**src/rtl/calo_clu_pkg.sv**
```systemverilog
package calo_clu_pkg;
  // default geometry and widths of the cluster finder
  localparam int unsigned CAL_E_W   = 8;
  localparam int unsigned CAL_N_PHI = 8;
  localparam int unsigned CAL_TOW_W = CAL_E_W + 1;
  localparam int unsigned CAL_CLU_W = CAL_TOW_W + 2;

  // pipeline stage control word
  typedef struct packed {
    logic vld;
    logic first;
  } stg_ctl_t;
endpackage

```
**src/rtl/calo_tower_unit.sv**
```systemverilog
module calo_tower_unit #(
  parameter int unsigned E_W   = 8,
  parameter int unsigned TOW_W = E_W + 1
) (
  input  logic [E_W-1:0]   em_et,
  input  logic             em_fl,
  input  logic [E_W-1:0]   had_et,
  input  logic             had_fl,
  input  logic [TOW_W-1:0] thr,
  output logic [TOW_W-1:0] tow_et,
  output logic             tow_veto
);
  logic [TOW_W-1:0] raw_sum;
  logic             keep;

  always_comb begin
    raw_sum  = TOW_W'(em_et) + TOW_W'(had_et);
    keep     = (raw_sum >= thr);
    tow_et   = keep ? raw_sum : '0;
    tow_veto = keep & (em_fl | had_fl);
  end
endmodule

```
**src/rtl/calo_clu_adder.sv**
```systemverilog
module calo_clu_adder #(
  parameter int unsigned TOW_W = 9,
  parameter int unsigned CLU_W = TOW_W + 2
) (
  input  logic [TOW_W-1:0] a_lo,
  input  logic [TOW_W-1:0] a_hi,
  input  logic [TOW_W-1:0] b_lo,
  input  logic [TOW_W-1:0] b_hi,
  input  logic             va_lo,
  input  logic             va_hi,
  input  logic             vb_lo,
  input  logic             vb_hi,
  output logic [CLU_W-1:0] sum,
  output logic             veto
);
  logic [CLU_W-1:0] pair_a;
  logic [CLU_W-1:0] pair_b;

  always_comb begin
    pair_a = CLU_W'(a_lo) + CLU_W'(a_hi);
    pair_b = CLU_W'(b_lo) + CLU_W'(b_hi);
    sum    = pair_a + pair_b;
    veto   = va_lo | va_hi | vb_lo | vb_hi;
  end
endmodule

```
**src/rtl/calo_thr_ctrl.sv**
```systemverilog
module calo_thr_ctrl #(
  parameter int unsigned TOW_W = 9
) (
  input  logic             clk,
  input  logic             rst_n,
  input  logic             idle,
  input  logic             wr_req,
  input  logic [TOW_W-1:0] wr_val,
  output logic [TOW_W-1:0] thr_q
);
  logic             thr_en;
  logic [TOW_W-1:0] thr_d;

  always_comb begin
    thr_en = wr_req & idle;
    thr_d  = wr_val;
  end

  always_ff @(posedge clk or negedge rst_n) begin
    if (!rst_n) begin
      thr_q <= '0;
    end else if (thr_en) begin
      thr_q <= thr_d;
    end
  end
endmodule

```
**src/rtl/calo_cluster_finder.sv**
```systemverilog
module calo_cluster_finder
  import calo_clu_pkg::*;
#(
  parameter int unsigned N_PHI = CAL_N_PHI,
  parameter int unsigned E_W   = CAL_E_W,
  localparam int unsigned TOW_W = E_W + 1,
  localparam int unsigned CLU_W = TOW_W + 2
) (
  input  logic                   clk,
  input  logic                   rst_n,
  input  logic                   col_valid,
  input  logic                   col_first,
  input  logic [N_PHI*E_W-1:0]   ecal_et,
  input  logic [N_PHI-1:0]       ecal_fl,
  input  logic [N_PHI*E_W-1:0]   hcal_et,
  input  logic [N_PHI-1:0]       hcal_fl,
  input  logic                   thr_wr,
  input  logic [TOW_W-1:0]       thr_val,
  output logic                   clu_valid,
  output logic [N_PHI*CLU_W-1:0] clu_et,
  output logic [N_PHI-1:0]       clu_veto
);
  // threshold
  logic             idle;
  logic [TOW_W-1:0] thr_q;

  // stage 0: combinational towers
  logic [TOW_W-1:0] tw_et   [N_PHI];
  logic             tw_veto [N_PHI];

  // stage 1: current column and previous column
  stg_ctl_t         s1_d, s1_q;
  logic [TOW_W-1:0] cur_et   [N_PHI];
  logic             cur_veto [N_PHI];
  logic [TOW_W-1:0] prv_et   [N_PHI];
  logic             prv_veto [N_PHI];
  logic             have_prv_d, have_prv_q;

  // stage 2: clusters
  logic             pair_go;
  logic             o_vld_d, o_vld_q;
  logic [CLU_W-1:0] cs_et   [N_PHI];
  logic             cs_veto [N_PHI];
  logic [CLU_W-1:0] o_et    [N_PHI];
  logic             o_veto  [N_PHI];

  calo_thr_ctrl #(.TOW_W(TOW_W)) i_thr (
    .clk    (clk),
    .rst_n  (rst_n),
    .idle   (idle),
    .wr_req (thr_wr),
    .wr_val (thr_val),
    .thr_q  (thr_q)
  );

  for (genvar p = 0; p < N_PHI; p++) begin : g_tow
    calo_tower_unit #(.E_W(E_W), .TOW_W(TOW_W)) i_tow (
      .em_et    (ecal_et[p*E_W +: E_W]),
      .em_fl    (ecal_fl[p]),
      .had_et   (hcal_et[p*E_W +: E_W]),
      .had_fl   (hcal_fl[p]),
      .thr      (thr_q),
      .tow_et   (tw_et[p]),
      .tow_veto (tw_veto[p])
    );
  end

  // next-state control
  always_comb begin
    s1_d.vld   = col_valid;
    s1_d.first = col_first;
    have_prv_d = have_prv_q | s1_q.vld;
    pair_go    = s1_q.vld & ~s1_q.first & have_prv_q;
    o_vld_d    = pair_go;
    idle       = ~col_valid & ~s1_q.vld & ~o_vld_q;
  end

  always_ff @(posedge clk or negedge rst_n) begin
    if (!rst_n) begin
      s1_q       <= '0;
      have_prv_q <= 1'b0;
      o_vld_q    <= 1'b0;
    end else begin
      s1_q       <= s1_d;
      have_prv_q <= have_prv_d;
      o_vld_q    <= o_vld_d;
    end
  end

  // column data registers with explicit enables
  for (genvar p = 0; p < N_PHI; p++) begin : g_col
    always_ff @(posedge clk or negedge rst_n) begin
      if (!rst_n) begin
        cur_et[p]   <= '0;
        cur_veto[p] <= 1'b0;
      end else if (col_valid) begin
        cur_et[p]   <= tw_et[p];
        cur_veto[p] <= tw_veto[p];
      end
    end

    always_ff @(posedge clk or negedge rst_n) begin
      if (!rst_n) begin
        prv_et[p]   <= '0;
        prv_veto[p] <= 1'b0;
      end else if (s1_q.vld) begin
        prv_et[p]   <= cur_et[p];
        prv_veto[p] <= cur_veto[p];
      end
    end
  end

  // cluster adders, phi index wraps at the ring end
  for (genvar p = 0; p < N_PHI; p++) begin : g_clu
    localparam int unsigned P_NXT = (p == N_PHI - 1) ? 0 : p + 1;

    calo_clu_adder #(.TOW_W(TOW_W), .CLU_W(CLU_W)) i_add (
      .a_lo  (prv_et[p]),
      .a_hi  (prv_et[P_NXT]),
      .b_lo  (cur_et[p]),
      .b_hi  (cur_et[P_NXT]),
      .va_lo (prv_veto[p]),
      .va_hi (prv_veto[P_NXT]),
      .vb_lo (cur_veto[p]),
      .vb_hi (cur_veto[P_NXT]),
      .sum   (cs_et[p]),
      .veto  (cs_veto[p])
    );

    always_ff @(posedge clk or negedge rst_n) begin
      if (!rst_n) begin
        o_et[p]   <= '0;
        o_veto[p] <= 1'b0;
      end else if (pair_go) begin
        o_et[p]   <= cs_et[p];
        o_veto[p] <= cs_veto[p];
      end
    end

    assign clu_et[p*CLU_W +: CLU_W] = o_et[p];
    assign clu_veto[p]              = o_veto[p];
  end

  assign clu_valid = o_vld_q;
endmodule

```
**config.mk**
```make
export PLATFORM = sky130hd
export DESIGN_NAME = calo_cluster_finder
export DESIGN_NICKNAME = d
export VERILOG_FILES = /design/src/rtl/calo_clu_pkg.sv /design/src/rtl/calo_tower_unit.sv /design/src/rtl/calo_clu_adder.sv /design/src/rtl/calo_thr_ctrl.sv /design/src/rtl/calo_cluster_finder.sv
export SDC_FILE = /design/constraint.sdc
export NUM_CORES = 1
export LEC_CHECK = 0
export ABC_AREA = 0
export CAP_MARGIN = 10
export CORE_UTILIZATION = 40
export DETAILED_ROUTE_END_ITERATION = 6
export PLACE_DENSITY = 0.68
export SETUP_SLACK_MARGIN = 0.15
export SLEW_MARGIN = 0
export SYNTH_ARGS = -nofsm -noshare
export SYNTH_HDL_FRONTEND = slang
export SYNTH_SLANG_ARGS = --single-unit
export TNS_END_PERCENT = 50
```
**constraint.sdc**
```tcl
create_clock -name clk -period 7.2 [get_ports clk]
set_clock_uncertainty 0.15 [all_clocks]
set_input_delay 1.44 -clock clk [delete_from_list [all_inputs] [get_ports clk]]
set_output_delay 1.44 -clock clk [all_outputs]
set_load 0.02 [all_outputs]
```
# [Word level (Yosys, flattened, before mapping)]
# Index checks and enable logic that the tools add are counted.
# W data, S select, Z words.
[totals] n_memories=0 input_bits=158 mem_bits_rw=0 ff_bits=269 latchBits=0 romBits=0
[op_classes] addsub=32 n_eq_ne=0 n_lt_le_gt_ge=8 multipliers=0 div=0 bitwise=50 n_reduce_logical=0 shift=0 muxes=8
[op_table] op="$add A9 B9 Y10" count=16
[op_table] op="$add A11 B11 Y11" count=8
[op_table] op="$add A8 B8 Y9" count=8
[op_table] op="$ge A9 B9 Y1" count=8
[op_table] op="$mux W9" count=8
[op_table] op="$or A1 B1 Y1" count=33
[op_table] op="$and A1 B1 Y1" count=13
[op_table] op="$not A1 Y1" count=4

# [Depth between registers and ports, before layout]
# Gate-level depths: netlist of the first run.
[logic_depth] depth_word=4 ltp_mapped=16

# [Modules after synthesis]
# A second synthesis of the first run with hierarchy kept.
[unflattened] cells_unflattened=2046 hier_area_um2=21808.4
[by_module_without_submodules] module="calo_cluster_finder" area_per_inst_um2=9584.2 seq_area_each_um2=6506.2 cells_per_inst=548 n_inst=1
[by_module_without_submodules] module="calo_clu_adder at g_clu[0].i_add ..." area_per_inst_um2=875.8 seq_area_each_um2=0.0 cells_per_inst=104 n_inst=5
[by_module_without_submodules] module="calo_tower_unit at g_tow[3].i_tow ..." area_per_inst_um2=586.8 seq_area_each_um2=0.0 cells_per_inst=80 n_inst=5
[by_module_without_submodules] module="calo_tower_unit at g_tow[0].i_tow ..." area_per_inst_um2=656.9 seq_area_each_um2=0.0 cells_per_inst=81 n_inst=2
[by_module_without_submodules] module="calo_clu_adder at g_clu[6].i_add" area_per_inst_um2=882.1 seq_area_each_um2=0.0 cells_per_inst=105 n_inst=1
[by_module_without_submodules] module="calo_clu_adder at g_clu[7].i_add" area_per_inst_um2=877.1 seq_area_each_um2=0.0 cells_per_inst=104 n_inst=1
[by_module_without_submodules] module="calo_clu_adder at g_clu[5].i_add" area_per_inst_um2=874.6 seq_area_each_um2=0.0 cells_per_inst=105 n_inst=1
[by_module_without_submodules] module="calo_tower_unit at g_tow[2].i_tow" area_per_inst_um2=625.6 seq_area_each_um2=0.0 cells_per_inst=83 n_inst=1
[by_module_without_submodules] module="calo_thr_ctrl" area_per_inst_um2=337.8 seq_area_each_um2=225.2 cells_per_inst=19 n_inst=1

# [Worst setup path before layout of the first run]
# No wires, ideal clock.
[synth_timing] path_type="in2reg" start="in ecal_et[0]" end="reg cur_et[69] (netlist bit)" setup_time_ns=0.121 setup_slack_ns=2.720 t_arrival_ns=4.209 cell_stages=14 cell_sequence="ha_1 > fa_1 > a21o_1 > a21o_1 > o21ba_2 > nor4_1 > nor2_1 > ha_1 > a21oi_1 > o21ai_0 > a21o_1 > a31oi_1 > nor2_1 > a22o_1"
[synth_between] elab_chain_len=3
[synth_rtl] element="start: declaration" line="calo_cluster_finder.sv:13" source="input logic [N_PHI*E_W-1:0] ecal_et,"
[synth_rtl] element="$add A8 B8 Y9 *" line="calo_tower_unit.sv:17" source="raw_sum = TOW_W'(em_et) + TOW_W'(had_et);"
[synth_rtl] element="$ge A9 B9 Y1" line="calo_tower_unit.sv:18" source="keep = (raw_sum >= thr);"
[synth_rtl] element="$mux W9 *" line="calo_tower_unit.sv:19" source="tow_et = keep ? raw_sum : '0;"
[synth_rtl] element="end signal: indexed assignment" line="calo_cluster_finder.sv:97" source="cur_et[p] <= tw_et[p];"
[synth_rtl] element="end: declaration" line="calo_cluster_finder.sv:33" source="logic [TOW_W-1:0] cur_et [N_PHI];"
# Mark *: on every way between the ends. The rest lies on a longest branch, timed or not.
# A chain may end at the register's enable or synchronous reset.

# [Final worst setup path of the first run]
# Ends and elaborated chain as after synthesis.

==> results of run 1 <==
[layout make-up]
cell class / count / share of cell area
Tap cell: 696 / 0.0333
Multi-Input combinational cell: 1880 / 0.558
Timing Repair Buffer: 262 / 0.0999
Sequential cell: 269 / 0.257
Clock buffer: 42 / 0.0327
Clock inverter: 11 / 0.00516
Inverter: 94 / 0.0135
[metal layers]
layer  up-vias  global-route usage  share of wire
li1       8868                   -              -
met2       486               0.357           0.45
met1      8729               0.303           0.47
met3       113              0.0314          0.055
met4         0              0.0695          0.028
met5         -                   0              0
[state kept, by name, summed over array words and instances, names as in the netlist]
register and flops:
cur_veto 8, i_thr.thr_q 9, have_prv_q 1, prv_veto 8, cur_et 72, clu_veto 8
s1_q 2, clu_valid 1, prv_et 72, clu_et 88
[per-stage QoR]
step | cell area [um2] | cells | util | hold slack [ns]
2_1_floorplan | 21900 | 2295 | - | 0.287
3_3_place_gp | 25200 | 3201 | 0.467 | 0.300
3_5_place_dp | 25200 | 3201 | 0.467 | 0.301
4_1_cts | 26200 | 3254 | 0.485 | 0.318
5_1_grt | 26200 | 3254 | 0.485 | 0.332
6_report | 26200 | 3254 | 0.485 | 0.314
[synth_stat cells, types with 39 or more instances]
| cell type | count | area, um2 |
|---|---|---|
| o21a_1 | 48 | 360 |
| o2bb2ai_1 | 40 | 350 |
| mux2_2 | 81 | 912 |
| dfrtp_1 | 269 | 6730 |
| o21ai_0 | 192 | 961 |
| nor3_1 | 42 | 210 |
| nor2_1 | 92 | 345 |
| xnor2_1 | 124 | 1090 |
| a21oi_1 | 127 | 636 |
| clkbuf_1 | 39 | 146 |
| nand2_1 | 257 | 965 |
| xor2_1 | 63 | 552 |
| ha_1 | 360 | 4500 |
| a21o_1 | 71 | 533 |
| inv_1 | 93 | 349 |
[logic make-up (layout without fill, tap and decap cells)]
family | count (synthesis) | after routing | synth area share
AO/OA/AOI/OAI | 673 | 673 | 0.200
XOR/XNOR | 187 | 187 | 0.0748
adder cells (fa/ha/maj) | 392 | 392 | 0.235
buffers and inverters | 146 | 409 | 0.0256
flip-flops | 269 | 269 | 0.307
multiplexers | 85 | 85 | 0.0435
AND/OR/NAND/NOR | 543 | 543 | 0.114
[where the power goes]
group	switching, mW	leakage (nW)	total [mW]	internal [mW]
registers	0.628	3.47	2.65	2.02
logic	3.64	8.54	6.64	3.00
clock network	0.644	0.485	1.57	0.929
[worst max path at each step]
stage,startpoint,to,slack [ns],cells past startpoint
3_3_place_gp,ecal_et[0],cur_et[70],1.79,15
4_1_cts,ecal_et[0],cur_et[69],2.46,15
3_5_place_dp,ecal_et[0],cur_et[69],1.85,15
5_1_grt,ecal_et[0],cur_et[69],2.08,15
2_1_floorplan,ecal_et[0],cur_et[69],2.72,14
6_report,ecal_et[0],cur_et[69],2.38,15
[worst max-delay path, cell delays in order]
cell	delay [ns]
clkdlybuf4s50_1	0.41
ha_1	0.23
fa_1	0.42
a21o_1	0.18
a21o_1	0.19
o21ba_2	0.20
nor4_1	0.33
nor2_1	0.08
ha_1	0.30
a21oi_1	0.14
o21ai_0	0.09
a21o_1	0.16
a31oi_1	0.60
nor2_1	0.12
a22o_1	0.23
==> impl_results.md, run 1 <==
- Vias: 18196
- Final min period: 4.82 ns
- Root buf cell: clkbuf_16
- Detailed-route vias per instance: 5.59
- Hold Crit Depth: 1
- Hold Crit Endpoint: have_prv_q
- Total Neg Setup Slack: 0 ns
- RSZ-0062 raised after global routing: false
- Synth warn: 0
- Leakage Power: 12.5 nW
- Clock sink count: ~270
- Worst hold path startpoint: have_prv_q
- Filler cell count: between 4000 and 5000
- Nets@finish: 3087
- Synth Area per Inst: 9.54 um2
- Hold buffers post-CTS: 0
- CP arrival: 5.13 ns
- Initial core utilization: 0.406
- Final HPWL DP: 50600 um
- Worst Hold Class: reg -> reg
- Cell count after synthesis: 2295
- Routed wire per std cell: 19.2 um
- Die area: 55700 um2
- Commonest cells after routing, fill and taps aside: ha_1 (360), dfrtp_1 (268), nand2_1 (257)
- Largest net degree at the start of global routing: 172
- Clk buf depth: 3
- Syn_nets: 2845
- Antenna fix cells: 0
- Power Total: 10.9 mW
- FF-to-FF path depth: 13
- Max-cap violations: 0
- Grt ovf: 0
- Area of the core: between 50000 and 60000 um2
- Fmax: 208 MHz
- Final Hold Viols: 0
- FP Rows: 85
- First-pass GRT wire length: 97800 um
- Place WS: 1.85 ns
- Detailed Routing Iterations Pass 1: 7
- Die Y: 236 um
- H-tree depth: 1
- Final setup fails: 0
- Post-synth ARST share: 1.00
- EDFF count, synth: 0
- Footprint of the multi-input gates: ~15000 um2
- Slew @ Worst Pin: 1.31 ns
- TritonCTS clock tree: done
- Vias in the first global route: 18154
- Worst-path clk slew: 0.06 ns
- Worst EP required: 7.52 ns
- Antenna violations before repair: 1
- Outcome: finished, final reports clean
- Critical R2R Capture: clu_et[63]
- Critical Setup Path Class: in -> reg
- # IOs: 255
- Commonest non-fill, non-tap cell in the layout: ha_1
- Routability Congestion: 0.923
- Setup ws final: 2.38 ns
- Drt drc: 0
- Share of layout cells above drive strength 1: 0.0668
- Relative slew slack: 0.119
- DIE WIDTH: between 200 and 250 um
- Top_reg_cell synth: dfrtp_1
- Layout area overhead: 19.5%
- CP Capture Type: register
- Seq cells post-synth: 269
- Antenna viol nets, final: 0
- Critical path fanouts, max: 9
- PD cells: 415 nW/um2
- Clk_lat worst skew: 0.58 ns
- Seq. cell area: 6730 um2
- RR Startpoint: cur_et[19]
- Setup slack, reg-to-reg: 3.32 ns
- Maximum VDD drop: 0.228 mV
- Post-CTS Setup Bufs: 0
- Cts bufs inserted: 30
- Number of gates resized after CTS: 0
- Library cells used by synthesis: 63
- Initial DRC count: 945
- Max-slew violation count: 0
- Routed WL: 62400 um
- Sequential element share of the synthesized area: 0.307
- GRT Total Usage: 0.220
- Fin crit share: 0.669
- Post-synthesis cell area: approximately 22000 um2
- CP Launch Type: input pin
- Port bufs: 254
(Power assumes the default switching activity.)
==> run 2, diff against run 1 <==
--- a/config.mk
+++ b/config.mk
@@ -9,7 +9,7 @@
 export CAP_MARGIN = 10
 export CORE_UTILIZATION = 40
 export DETAILED_ROUTE_END_ITERATION = 6
-export PLACE_DENSITY = 0.68
+export PLACE_DENSITY = 0.71
 export SETUP_SLACK_MARGIN = 0.15
 export SLEW_MARGIN = 0
 export SYNTH_ARGS = -nofsm -noshare
==> constraint.sdc (replaced) <==
create_clock -name clk -period 4 [get_ports clk]
set_clock_uncertainty 0.15 [all_clocks]
set_input_delay 0.8 -clock clk [delete_from_list [all_inputs] [get_ports clk]]
set_output_delay 0.8 -clock clk [all_outputs]
set_load 0.02 [all_outputs]
==> impl_results.md, run 2 (same netlist as run 1, synthesis figures left out) <==
- Vias: 18512 (+1.7%)
- Clk_lat worst skew: 0.57 ns (about the same)
- Antenna violations before repair: 1 (unchanged)
- Drt drc: 2 (+2)
- Final setup fails: 0 (unchanged)
- First-pass GRT wire length: 101000 um (+2.9%)
- Filler cell count: 4954 (-0.72%)
- Detailed-route vias per instance: 5.61 (+0.32%)
- Hold buffers post-CTS: 0 (unchanged)
- Layout area overhead: 22.1%
- Routed wire per std cell: 19.2 um (about the same)
- Antenna fix cells: 0 (unchanged)
- Grt ovf: 0 (unchanged)
- Die area: 55700 um2 (unchanged)
- CP Capture Type: register
- RSZ-0062 raised after global routing: true
- Final HPWL DP: 51600 um (+1.9%)
- Hold_ws: 0.0666 ns (-0.247 ns)
- Leakage Power: 12.8 nW (+2.4%)
- Fmax: 263 MHz
- Die Y: 236 um (unchanged)
- Final min period: 3.81 ns
- Total Neg Setup Slack: 0 ns (unchanged)
- CP Launch Type: register
- Clk buf depth: 3 (unchanged)
- FP Rows: 85 (unchanged)
- Routed WL: 63200 um (+1.3%)
- Final Hold Viols: 0 (unchanged)
- Root buf cell: clkbuf_16
- Worst-path clk slew: 0.06 ns (about the same)
- Nets@finish: 3132 (+1.5%)
- Antenna viol nets, final: 0 (unchanged)
- Outcome: finished, violations left
- Max-slew violation count: 0 (unchanged)
- Port bufs: 254 (unchanged)
- Max reg flops: 88 (unchanged)
- DIE WIDTH: 236 um (unchanged)
- End point of the critical path: clu_et[86]
- Vias in the first global route: 18685 (+2.9%)
- Critical Setup Path Class: reg -> reg
- RR Startpoint: cur_et[0]
- TritonCTS clock tree: done
- Commonest cells after routing, fill and taps aside: ha_1 (360), dfrtp_1 (260), nand2_1 (257)
- Critical Path Source: cur_et[0]
- FF-to-FF path depth: 16 (+3)
- Share of layout cells above drive strength 1: 0.0902 (+0.0234)
- Worst EP required: 4.28 ns (-3.24 ns)
- GRT Total Usage: 0.225 (+0.00451)
- Worst Hold Class: in -> async
- Critical path fanouts, max: 5 (-4)
- H-tree depth: 1 (unchanged)
- Setup slack, reg-to-reg: 0.19 ns (-3.13 ns)
- Detailed Routing Iterations Pass 1: 7 (unchanged)
- Initial DRC count: 1059 (+12%)
- Relative slew slack: 0.223 (+0.104)
- Fin crit share: 0.952
- CP arrival: 4.09 ns (-1.04 ns)
- Area of the core: 53900 um2 (unchanged)
- Max-cap violations: 0 (unchanged)
- Routability Congestion: 0.940 (+1.8%)
- Largest net degree at the start of global routing: 147 (-15%)
- Cts bufs inserted: 30 (unchanged)
- Initial core utilization: 0.406 (unchanged)
- PD cells: 753 nW/um2 (+81%)
- Maximum VDD drop: 0.427 mV (+87%)
- Critical R2R Capture: clu_et[86]
- Commonest non-fill, non-tap cell in the layout: ha_1
- # IOs: 255 (unchanged)
- Clock sink count: 269 (unchanged)
- Slew @ Worst Pin: 1.16 ns (-0.144 ns)
- Failing checks: DRC
[run 2: stage by stage]
stage	instance area, um2	total power, mW	cells	worst slack, ns	util
3_5_place_dp	25500	16.8	3240	-0.361	0.473
5_1_grt	26700	21.7	3300	0.0765	0.496
2_1_floorplan	21900	12.7	2295	0.160	-
3_3_place_gp	25500	16.4	3240	-0.326	0.473
4_1_cts	26700	20.1	3294	0.176	0.494
6_report	26700	20.1	3300	0.191	0.496
[run 2: worst min path at each step]
stage               start    endpoint  slack, ns  depth (start not counted)
2_1_floorplan  have_prv_q  have_prv_q       0.29                          1
6_report            rst_n  cur_et[59]       0.07                          1
5_1_grt             rst_n  cur_et[60]       0.13                          1
3_3_place_gp   have_prv_q  have_prv_q       0.30                          1
4_1_cts             rst_n  cur_et[60]       0.10                          1
3_5_place_dp   have_prv_q  have_prv_q       0.30                          1
[run 2: area by class of cell]
class	count	area, um2	area share
Timing Repair Buffer	307	3000	0.112
Inverter	94	357	0.0133
Clock buffer	41	883	0.0330
Sequential cell	269	6740	0.252
Tap cell	696	871	0.0326
Multi-Input combinational cell	1880	14600	0.547
Clock inverter	13	244	0.00912
[run 2: power by group]
group / switching [mW] / internal [mW] / leakage, nW
Sequential: 1.11 / 3.64 / 3.46
Clock: 1.17 / 1.98 / 0.559
Combinational: 6.64 / 5.58 / 8.78
Total: 8.92 / 11.2 / 12.8
[run 2: critical path, stage by stage (launching register included)]
cell and delay [ns]:
dfrtp_2 0.42, ha_1 0.19, inv_1 0.06, fa_1 0.39, nor2b_1 0.12, o21ai_0 0.12, a21boi_1 0.22, o21ai_0 0.14
nor2b_1 0.16, xnor2_1 0.14, ha_1 0.37, a21o_1 0.18, a211oi_1 0.21, o21ai_0 0.13, a31oi_1 0.23, xor2_1 0.30
o21ai_0 0.12
[run 2: per-layer routing]
layer | wire length, um | global-route usage
met5 | 0 | 0
met4 | 1540 | 0.0612
met3 | 3750 | 0.0272
met2 | 29000 | 0.373
met1 | 28900 | 0.308
[run 2: what timing repair did]
item,in CTS,in global routing
pin swaps,1,6
buffers inserted,0,6
gates resized for setup,2,19
setup endpoints to repair,1,20
==> run 3, diff against run 2 <==
--- a/config.mk
+++ b/config.mk
@@ -8,8 +8,10 @@
 export ABC_AREA = 0
 export CAP_MARGIN = 10
 export CORE_UTILIZATION = 40
+export CTS_CLUSTER_DIAMETER = 150
+export CTS_CLUSTER_SIZE = 16
 export DETAILED_ROUTE_END_ITERATION = 6
-export PLACE_DENSITY = 0.71
+export PLACE_DENSITY = 0.68
 export SETUP_SLACK_MARGIN = 0.15
 export SLEW_MARGIN = 0
 export SYNTH_ARGS = -nofsm -noshare
==> constraint.sdc (replaced) <==
create_clock -name clk -period 4.19 [get_ports clk]
set_clock_uncertainty 0.15 [all_clocks]
set_input_delay 0.838 -clock clk [delete_from_list [all_inputs] [get_ports clk]]
set_output_delay 0.838 -clock clk [all_outputs]
set_load 0.02 [all_outputs]
==> impl_results.md, run 3 (same netlist as run 1, synthesis figures left out) <==
- Die Y: 236 um (unchanged)
- Largest net degree at the start of global routing: 123 (-16%)
- Commonest non-fill, non-tap cell in the layout: ha_1
- Max reg flops: 88 (unchanged)
- Drt drc: 0 (-2)
- RSZ-0062 raised after global routing: true
- CP Capture Type: register
- First-pass GRT wire length: 98800 um (-1.9%)
- Worst Hold Class: in -> async
- Max-slew violation count: 0 (unchanged)
- Hold buffers post-CTS: 0 (unchanged)
- Total Neg Setup Slack: 0 ns (unchanged)
- Initial core utilization: 0.406 (unchanged)
- Layout area overhead: 18.5%
- Clk buf depth: 3 (unchanged)
- Critical R2R Capture: clu_et[86]
- Clock sink count: 269 (unchanged)
- Number of gates resized after CTS: 0 (-2)
- Routability Congestion: 0.926 (-1.5%)
- Antenna viol nets, final: 0 (unchanged)
- Leakage Power: 12.4 nW (-3.0%)
- Antenna fix cells: 0 (unchanged)
- DIE WIDTH: 236 um (unchanged)
- Critical path fanouts, max: 5 (unchanged)
- Critical Path Source: cur_et[63]
- Area of the core: 53900 um2 (unchanged)
- Worst-path clk slew: 0.08 ns (+0.02 ns)
- Detailed Routing Iterations Pass 1: 5 (-2)
- Dpl cells: 3227 (-0.40%)
- Final min period: 3.82 ns (+0.00909 ns)
- Post-CTS Setup Bufs: 0 (unchanged)
- Footprint of the multi-input gates: 14600 um2 (-0.14%)
- Routed wire per std cell: 19.3 um (+0.55%)
- Fmax: 262 MHz (-0.24%)
- Filler cell count: 4986 (+0.65%)
- Fin crit share: 0.911 (-0.0410)
- Vias: 18063 (-2.4%)
- Commonest cells after routing, fill and taps aside: ha_1 (360), dfrtp_1 (264), nand2_1 (257)
- Dpl cell area: 25400 um2 (-0.43%)
- Relative slew slack: 0.171 (-0.0521)
- H-tree depth: 1 (unchanged)
- Initial DRC count: 1070 (+1.0%)
- Share of layout cells above drive strength 1: 0.0697 (-0.0206)
- Detailed-route vias per instance: 5.56 (-0.92%)
- CP Launch Type: register
- CP arrival: 4.06 ns (-0.03 ns)
- Clk_lat worst skew: 0.54 ns (-0.03 ns)
- Nets@finish: 3103 (-0.93%)
- TritonCTS clock tree: done
- Maximum VDD drop: 0.295 mV (-31%)
- Root buf cell: clkbuf_16
- Non-filler cells, final: 3250 (-1.5%)
- Place WS: -0.265 ns (+0.0954 ns)
- Setup slack, reg-to-reg: 0.37 ns (+0.18 ns)
- Outcome: finished, final reports clean
- Final setup fails: 0 (unchanged)
- Routed WL: 62600 um (-0.97%)
- FP Rows: 85 (unchanged)
- PD cells: 691 nW/um2 (-8.2%)
- Cts bufs inserted: 20 (-33%)
- FF-to-FF path depth: 16 (unchanged)
- Vias in the first global route: 18106 (-3.1%)
- Port bufs: 254 (unchanged)
- RR Startpoint: cur_et[63]
- Seq. cell area: 6740 um2 (about the same)
- Final Hold Viols: 0 (unchanged)
- Critical Setup Path Class: reg -> reg
- Worst EP required: 4.43 ns (+0.15 ns)
- Antenna violations before repair: 0 (-1)
- Cell area after layout: 26000 um2 (-2.9%)
- Setup ws final: 0.372 ns (+0.181 ns)
- Grt ovf: 0 (unchanged)
- Final HPWL DP: 51200 um (-0.68%)
- # IOs: 255 (unchanged)
- Max-cap violations: 0 (unchanged)
- GRT Total Usage: 0.223 (-0.00226)
- Slew @ Worst Pin: 1.23 ns (+0.0668 ns)
- Die area: 55700 um2 (unchanged)
==> run 3: cell count changes in the layout (fill, tap and decap cells not counted), moves of 7 or more <==
cell,before,now
clkbuf_16,31,21
clkbuf_8,7,0
buf_4,48,30
bufinv_16,7,0
==> run 3: area by class of cell <==
cell class | instances | share of cell area
Sequential cell | 269 | 0.260
Inverter | 94 | 0.0136
Tap cell | 696 | 0.0335
Clock buffer | 22 | 0.0204
Timing Repair Buffer | 288 | 0.110
Clock inverter | 1 | 0.000193
Multi-Input combinational cell | 1880 | 0.563
==> run 3: worst max path at each step <==
stage	slack [ns]	endpoint	cells after the start
finish	0.37	clu_et[86]	16
global route	0.07	clu_et[86]	16
CTS	0.25	clu_et[86]	16
detailed placement	-0.27	cur_et[70]	15
global placement	-0.19	cur_et[69]	15
floorplan	0.31	cur_et[69]	14
==> run 3: layer usage <==
metal	up-vias	share of wire	global-route usage
li1	8872	-	-
met1	8664	0.47	0.310
met2	442	0.45	0.359
met3	85	0.051	0.0307
met4	0	0.024	0.0618
met5	-	0	0
==> run 3: through the flow <==
step,total power [mW],hold WS [ns],utilization
finish,17.9,0.171,0.481
global route,19.4,0.221,0.481
CTS,18.0,0.176,0.481
detailed placement,16.0,0.305,0.471
global placement,15.7,0.300,0.471
floorplan,12.2,0.287,-
==> run 3: critical path, cell delays in order, from the launching register on <==
cell and delay, ns:
dfrtp_1 0.43, ha_1 0.21, inv_1 0.06, fa_1 0.41, nor2b_1 0.13, o21ai_0 0.11, a21boi_1 0.20, o21ai_0 0.12
nor2b_1 0.16, xnor2_1 0.19, ha_1 0.32, a21o_1 0.18, a211oi_1 0.21, o21ai_0 0.13, a31oi_1 0.25, xor2_1 0.30
o21ai_0 0.11
==> run 3: where the power goes <==
part           switching (mW)  leakage [nW]  total (mW)  internal [mW]
sequential               1.05          3.46        4.52           3.47
combinational            6.36          8.68        11.6           5.24
clock                   0.938         0.264        1.83          0.892
total                    8.34          12.4        17.9           9.60
